===== src/rtl/tap_timer_pkg.sv =====
package tap_timer_pkg;
  localparam int CNT_W_DEF = 16;
  typedef enum logic [1:0] {
    SEL_S13 = 2'b00,
    SEL_S10 = 2'b01,
    SEL_S8  = 2'b10,
    SEL_S16 = 2'b11
  } tap_sel_e;
endpackage


===== src/rtl/tt_arm.sv =====
module tt_arm (
  input  logic clk_i,
  input  logic rst_ni,
  input  logic auto_en_i,
  input  logic mrst_i,
  output logic armed_o
);
  logic por_q, mrst_q, armed_q;

  always_ff @(posedge clk_i or negedge rst_ni) begin
    if (!rst_ni) begin
      por_q   <= 1'b1;
      mrst_q  <= 1'b0;
      armed_q <= 1'b0;
    end else begin
      por_q  <= 1'b0;
      mrst_q <= mrst_i;
      if (mrst_i)                                armed_q <= 1'b0;
      else if ((por_q && auto_en_i) || mrst_q)   armed_q <= 1'b1;
    end
  end

  assign armed_o = armed_q;
endmodule


===== src/rtl/tt_counter.sv =====
module tt_counter #(
  parameter int W = 16
) (
  input  logic         clk_i,
  input  logic         rst_ni,
  input  logic         clr_i,
  input  logic         en_i,
  output logic [W-1:0] cnt_o
);
  logic [W-1:0] cnt_q;

  always_ff @(posedge clk_i or negedge rst_ni) begin
    if (!rst_ni)     cnt_q <= '0;
    else if (clr_i)  cnt_q <= '0;
    else if (en_i)   cnt_q <= cnt_q + 1'b1;
  end

  assign cnt_o = cnt_q;
endmodule


===== src/rtl/tt_tap.sv =====
module tt_tap
  import tap_timer_pkg::*;
#(
  parameter int W      = 16,
  parameter int STG_S8  = 8,
  parameter int STG_S10 = 10,
  parameter int STG_S13 = 13,
  parameter int STG_S16 = 16
) (
  input  logic [W-1:0] cnt_i,
  input  logic [1:0]   sel_i,
  output logic         bit_o
);
  localparam int IW = $clog2(W);
  logic [IW-1:0] idx;

  always_comb begin
    unique case (tap_sel_e'(sel_i))
      SEL_S13: idx = IW'(STG_S13 - 1);
      SEL_S10: idx = IW'(STG_S10 - 1);
      SEL_S8:  idx = IW'(STG_S8 - 1);
      default: idx = IW'(STG_S16 - 1);
    endcase
  end

  assign bit_o = cnt_i[idx];
endmodule


===== src/rtl/tt_out.sv =====
module tt_out (
  input  logic clk_i,
  input  logic rst_ni,
  input  logic clr_i,
  input  logic oneshot_i,
  input  logic inv_i,
  input  logic bit_i,
  output logic hold_o,
  output logic tmr_o
);
  logic done_q, hit;

  // latch keeps the flag high even if the tap moves to a clear bit
  always_ff @(posedge clk_i or negedge rst_ni) begin
    if (!rst_ni)                   done_q <= 1'b0;
    else if (clr_i || !oneshot_i)  done_q <= 1'b0;
    else if (bit_i)                done_q <= 1'b1;
  end

  assign hit    = oneshot_i & (bit_i | done_q);
  assign hold_o = hit;
  assign tmr_o  = inv_i ^ (oneshot_i ? hit : bit_i);
endmodule


===== src/rtl/tap_timer.sv =====
module tap_timer
  import tap_timer_pkg::*;
#(
  parameter int CNT_W   = CNT_W_DEF,
  parameter int STG_S8  = 8,
  parameter int STG_S10 = 10,
  parameter int STG_S13 = 13,
  parameter int STG_S16 = 16
) (
  input  logic       clk_i,
  input  logic       rst_ni,
  input  logic       tick_i,
  input  logic       mrst_i,
  input  logic       auto_en_i,
  input  logic [1:0] sel_i,
  input  logic       inv_i,
  input  logic       oneshot_i,
  output logic       tmr_o
);
  logic             armed, hold, tap_bit, cnt_en;
  logic [CNT_W-1:0] cnt_q;

  tt_arm u_arm (
    .clk_i, .rst_ni, .auto_en_i, .mrst_i,
    .armed_o(armed)
  );

  assign cnt_en = armed & tick_i & ~hold & ~mrst_i;

  tt_counter #(.W(CNT_W)) u_cnt (
    .clk_i, .rst_ni,
    .clr_i(mrst_i),
    .en_i (cnt_en),
    .cnt_o(cnt_q)
  );

  tt_tap #(
    .W(CNT_W), .STG_S8(STG_S8), .STG_S10(STG_S10),
    .STG_S13(STG_S13), .STG_S16(STG_S16)
  ) u_tap (
    .cnt_i(cnt_q), .sel_i, .bit_o(tap_bit)
  );

  tt_out u_out (
    .clk_i, .rst_ni,
    .clr_i    (mrst_i),
    .oneshot_i,
    .inv_i,
    .bit_i    (tap_bit),
    .hold_o   (hold),
    .tmr_o
  );
endmodule


===== config.mk =====
export PLATFORM = sky130hd
export DESIGN_NAME = tap_timer
export DESIGN_NICKNAME = d
export VERILOG_FILES = /design/src/rtl/tap_timer_pkg.sv /design/src/rtl/tt_arm.sv /design/src/rtl/tt_counter.sv /design/src/rtl/tt_tap.sv /design/src/rtl/tt_out.sv /design/src/rtl/tap_timer.sv
export SDC_FILE = /design/constraint.sdc
export NUM_CORES = 1
export LEC_CHECK = 0
export BUFFER_PORTS_ARGS = -buffer_cell sky130_fd_sc_hd__buf_2
export CAP_MARGIN = 5
export CORE_MARGIN = 4
export CORE_UTILIZATION = 50
export DETAILED_ROUTE_END_ITERATION = 8
export GPL_ROUTABILITY_DRIVEN = 0
export PLACE_DENSITY = 0.68
export RECOVER_POWER = 100
export REMOVE_ABC_BUFFERS = 1
export SYNTH_ARGS = -nofsm -noshare
export SYNTH_HDL_FRONTEND = slang
export SYNTH_SLANG_ARGS = --single-unit

===== constraint.sdc =====
create_clock -name clk_i -period 4.29 [get_ports clk_i]
set_clock_uncertainty 0.1 [all_clocks]
set_input_delay 0.429 -clock clk_i [delete_from_list [all_inputs] [get_ports clk_i]]
set_output_delay 0.429 -clock clk_i [all_outputs]
set_load 0.01 [all_outputs]

# Word level (Yosys, flattened, before mapping)
# Index checks and enable logic that the tools add are counted.
# totals
reg_bits	20
in_bits	9
elab_cells	35
# op_classes
n_addsub	1
magnitude_cmp	1
n_eq_ne	2
muxes	10
bitwise_logic	8
n_reduce_logical	8
# op_table
cell	n
16-bit two-way mux	2
16-bit by 1-bit adder with 16-bit output, second input constant	1
4-bit one-hot mux with 3 select lines	1
1-bit two-way mux	6
2-bit nonzero test	3
4-bit by 5-bit less-than comparator with 1-bit output, second input constant	1
1-bit AND	4
1-bit binary-select mux with 4-bit select	1
2-bit by 1-bit == test with 1-bit output, second input constant	1
2-bit == test, second input constant	1
2-bit zero test	1
1-bit logical OR	2
1-bit inverter	2
1-bit logical AND	1
1-bit zero test	1
1-bit OR	1
1-bit XOR	1

# Longest topological paths before layout
# depth
word_depth	11
mapped_depth	6
depth_no_buf	4

# Modules after synthesis
# Synthesis repeated with hierarchy kept, for this count alone.
# unflattened
cells_unflattened	95
area_unflattened_um2	1058.5
# by_module_without_submodules
module	instances	cells_each	area_per_inst_um2
tt_counter	1	82	872.1
tt_arm	1	6	91.3
tt_out	1	5	60.1
tt_tap	1	1	22.5
tap_timer	1	1	12.5

# Least setup slack after synthesis
# No wires, ideal clock.
# synth_timing
path_type	input port to flip-flop
from	input sel_i[0]
to	register u_cnt.cnt_q[8], in the netlist u_cnt.cnt_o[8]
setup_time_ns	0.125
arrival_time_ns	2.011
required_time_ns	4.065
path_slack_ns	2.055
stages	5
path_buffers	1
cell_sequence	mux4_2 -> o31a_1 -> buf_6 -> nor4b_1 -> mux2_2
# synth_via
elab_chain_len	10
# synth_lines
element	line	source
start: declaration	tap_timer.sv:15	input logic [1:0] sel_i,
2-bit == test (tied with other cells)	tt_tap.sv:18	unique case (tap_sel_e'(sel_i))
4-bit one-hot mux with 3 select lines (*)	tt_tap.sv:18	
1-bit binary-select mux with 4-bit select (*)	tt_tap.sv:26	assign bit_o = cnt_i[idx];
1-bit two-way mux (implied by the code) (*)	tt_tap.sv:26	
1-bit OR (*)	tt_out.sv:20	assign hit = oneshot_i & (bit_i | done_q);
1-bit AND (*)	tt_out.sv:20	
1-bit inverter (*)	tap_timer.sv:28	assign cnt_en = armed & tick_i & ~hold & ~mrst_i;
1-bit AND (*) (2 in a row)	tap_timer.sv:28	
2-bit nonzero test (no line) (*)	n/a	
end signal: assignment	tt_counter.sv:15	else if (en_i) cnt_q <= cnt_q + 1'b1;
end: declaration	tt_counter.sv:10	logic [W-1:0] cnt_q;
# Every way passes the cells marked *; elsewhere a longest branch is shown, timed or not. The select of a mux whose other input is x is not followed.
# A chain may end at the register's enable or synchronous reset.

# Final worst setup path
# layout_timing
from	register u_cnt.cnt_q[7], in the netlist u_cnt.cnt_o[7]
to	register u_cnt.cnt_q[8], in the netlist u_cnt.cnt_o[8]
# layout_via
elab_chain_len	8
# layout_lines
element	line
1-bit binary-select mux with 4-bit select	tt_tap.sv:26
1-bit two-way mux (implied by the code)	tt_tap.sv:26
1-bit OR	tt_out.sv:20
1-bit AND	tt_out.sv:20
1-bit inverter	tap_timer.sv:28
1-bit AND (2 in a row)	tap_timer.sv:28
2-bit nonzero test (no line)	n/a
# Parallel ways exist; a longest one is shown, timed or not. The select of a mux whose other input is x is not followed.

==> metrics.txt <==
drt total wl=2.11 mm; first-pass GRT wire length=3.44 mm; All-Layer GR Usage=16.9%; Pwr per Cell Area=281 mW/mm^2; post-synth top area share=46.3%; Rows=16; mean number of vias per cell=6.20; Final Max Slew Viols=0; TritonCTS sink count=20; # DRC=0; max-cap viol count=0; Max FO, Critical Path=29; Seq/Total Area, Yosys=48.8%; post-CTS sizing=0; DP HPWL=1.43 mm; area of the die=0.00284 sq mm; die width=53.3 um; placed cells=133; non-filler cells, final=138; synth cell count leaders=dfrtp_1, a21oi_1, o31ai_1, or4_1; Synth Warn #=0; I/O pin cnt=10; Starting DRT DRC Count=21; Filler cells=187; mux cell area share after synthesis=4.26%; Max VDD drop=0.000165 V; antenna violations before repair=0; Primary FF master, synth=dfrtp_1; via count=856; final setup TNS=0 ns; Clk pwr share=29.5%; vias in the first global route=771; Slew HR=28.4%; cell with the most instances after synthesis=dfrtp_1; Crit. End Element=flop; switch share=24.0%; Post-synth ARST share=100%; register share of total power=62.9%; post-synth cell types=28; FF+latch count, synth=20; final setup fails=0; Syn Std Cell Area=0.00103 sq mm; Synth area leader=dfrtp_1; Synth area leaders=dfrtp_1, a21oi_1, o31ai_1; Worst setup SP type=flop; Leak=0.427 nW; TritonRoute pass-1 iters=4; clk slew on worst S/H paths=0.11 ns; Worst EP arrival=2.62 ns; CORE AREA=0.00196 sq mm; ant diodes=0; Tmin final=2.53 ns; Area Overhead vs Synth=7.55%; RSZ-0062 raised after global routing=no; Port-buffer cells=9; Setup Buffers After CTS=0; Mapped Cells=104; Post-Synth Simple-Gate Area=22.5%; status=finished, final reports clean; Hold Violations, Final=0; Int Power=0.236 mW; main combinational cell family by area after synthesis=simple AND/OR/NAND/NOR gates; Clock Path Buffers=2; EDFF count, synth=0; average cell area after synthesis=9.88 sq um; nets=122; ANT nets after route=0; Inserted Clock Buffers=3; Congestion Overflow GR=0; fraction of layout cells with a size suffix above 1=10.8%; DR WL/cell=15.3 um; Synth Area in Compound Gates=17.4%; Crit Path Category=flop to flop; Initial Util=52.4%; Final period util=59.0%; H-Tree Level Count=1; pin count of the biggest net entering global routing=30; Max Freq=395 MHz; switching power=0.0744 mW; CTS tree=done; XOR/XNOR share of the synthesized area=1.71%; die height=53.3 um; adder-cell share of the synthesized area=1.22%; power share of the combinational group=7.6%; CTS root buffer=clkbuf_4; worst-margin pin slew=1.07 ns; clock latency on the worst-skew pair=0.29 ns; Data required, critical path=4.38 ns; Hold Crit Class=input port to flop
==> power by group through the flow <==
stage / logic [mW] / clock network (mW) / registers [mW]
after floorplan: 0.0104 / 0 / 0.198
after detailed placement: 0.0236 / 0 / 0.199
after global placement: 0.0230 / 0 / 0.198
after CTS: 0.0244 / 0.0930 / 0.195
after global routing: 0.0269 / 0.103 / 0.196
final: 0.0236 / 0.0915 / 0.195
==> registers in the layout, summed over array words and instances, names as in the netlist <==
name	cells
u_arm.mrst_q	1
u_arm.armed_o	1
u_arm.por_q	1
u_cnt.cnt_o	16
u_out.done_q	1
==> final cells by class <==
cell class / count / area, sq um / share of cell area, %
timing repair buffer: 10 / 51.3 / 4.64
clock buffer: 4 / 26.3 / 2.38
tap: 27 / 33.8 / 3.06
sequential: 20 / 502 / 45.4
multi-input combinational: 76 / 488 / 44.2
inverter: 1 / 3.75 / 0.340
==> worst max-delay path, stage by stage (launching register included) <==
cell	delay [ns]
dfrtp_1	0.45
mux4_2	0.51
o31a_1	0.58
nor4b_1	0.42
mux2_2	0.37
==> worst paths after layout <==
check,startpoint,end,slack (ns),cells after the start
hold reg to reg,u_arm.mrst_q,u_arm.armed_o,0.41,2
setup reg to reg,u_cnt.cnt_o[7],u_cnt.cnt_o[8],1.76,4
setup / recovery,u_cnt.cnt_o[7],u_cnt.cnt_o[8],1.76,4
min in group asynchronous,rst_ni,u_cnt.cnt_o[6],0.77,2
hold / removal,auto_en_i,u_arm.armed_o,0.29,3
max in group asynchronous,rst_ni,u_cnt.cnt_o[8],2.68,2
==> cell families (layout without fill, tap and decap cells) <==
kind of cell,Yosys count,after routing
AO/OA/AOI/OAI,30,30
XOR/XNOR,2,2
adder cells (fa/ha/maj),1,1
buffers and inverters,8,15
flip-flops,20,20
multiplexers,3,3
other,1,1
AND/OR/NAND/NOR,39,39
==> layer usage <==
metal	up-vias	track usage (%)	part of all wire (%)
met5	-	0	0
met4	0	8.51	0.57
met3	2	2.82	7.3
met2	38	27.1	48
met1	403	21.6	44
li1	413	-	-
==> stage by stage <==
stage / util (%) / total power, mW / setup slack [ns] / hold WS [ns] / instance area [sq um]
after floorplan: - / 0.208 / 1.91 / 0.0334 / 993
after global placement: 54.7 / 0.221 / 1.69 / 0.301 / 1070
after detailed placement: 54.7 / 0.222 / 1.65 / 0.300 / 1070
after CTS: 56.5 / 0.312 / 1.77 / 0.287 / 1110
after global routing: 56.3 / 0.325 / 1.62 / 0.295 / 1100
final: 56.3 / 0.310 / 1.76 / 0.290 / 1100
==> cells in the final DEF, fill, tap and decap left out <==
cell and instances:
nor4b_1 1, o31ai_1 9, nor2b_1 1, and4_1 2, a21oi_1 14, a211oi_1 1
mux2_2 1, nand3b_1 1, dfrtp_1 19, clkbuf_1 4, mux2i_1 1, or3_1 4
nor2_1 5, and3_1 2, or4_1 9, ha_1 1, inv_1 1, nand2_1 5
dlygate4sd3_1 1, xor2_1 1, o21ai_0 5, xnor2_1 1, mux4_2 1, dfstp_2 1
conb_1 1, o31a_1 1, clkbuf_4 3, nand3_1 6, nand4_1 3, buf_2 6
==> repair_timing <==
item | in CTS | in global routing
endpoints found under the hold margin | 19 | 0
hold buffers | 1 | 0
endpoints found under the setup margin | 0 | 0
(Power assumes the default switching activity.)
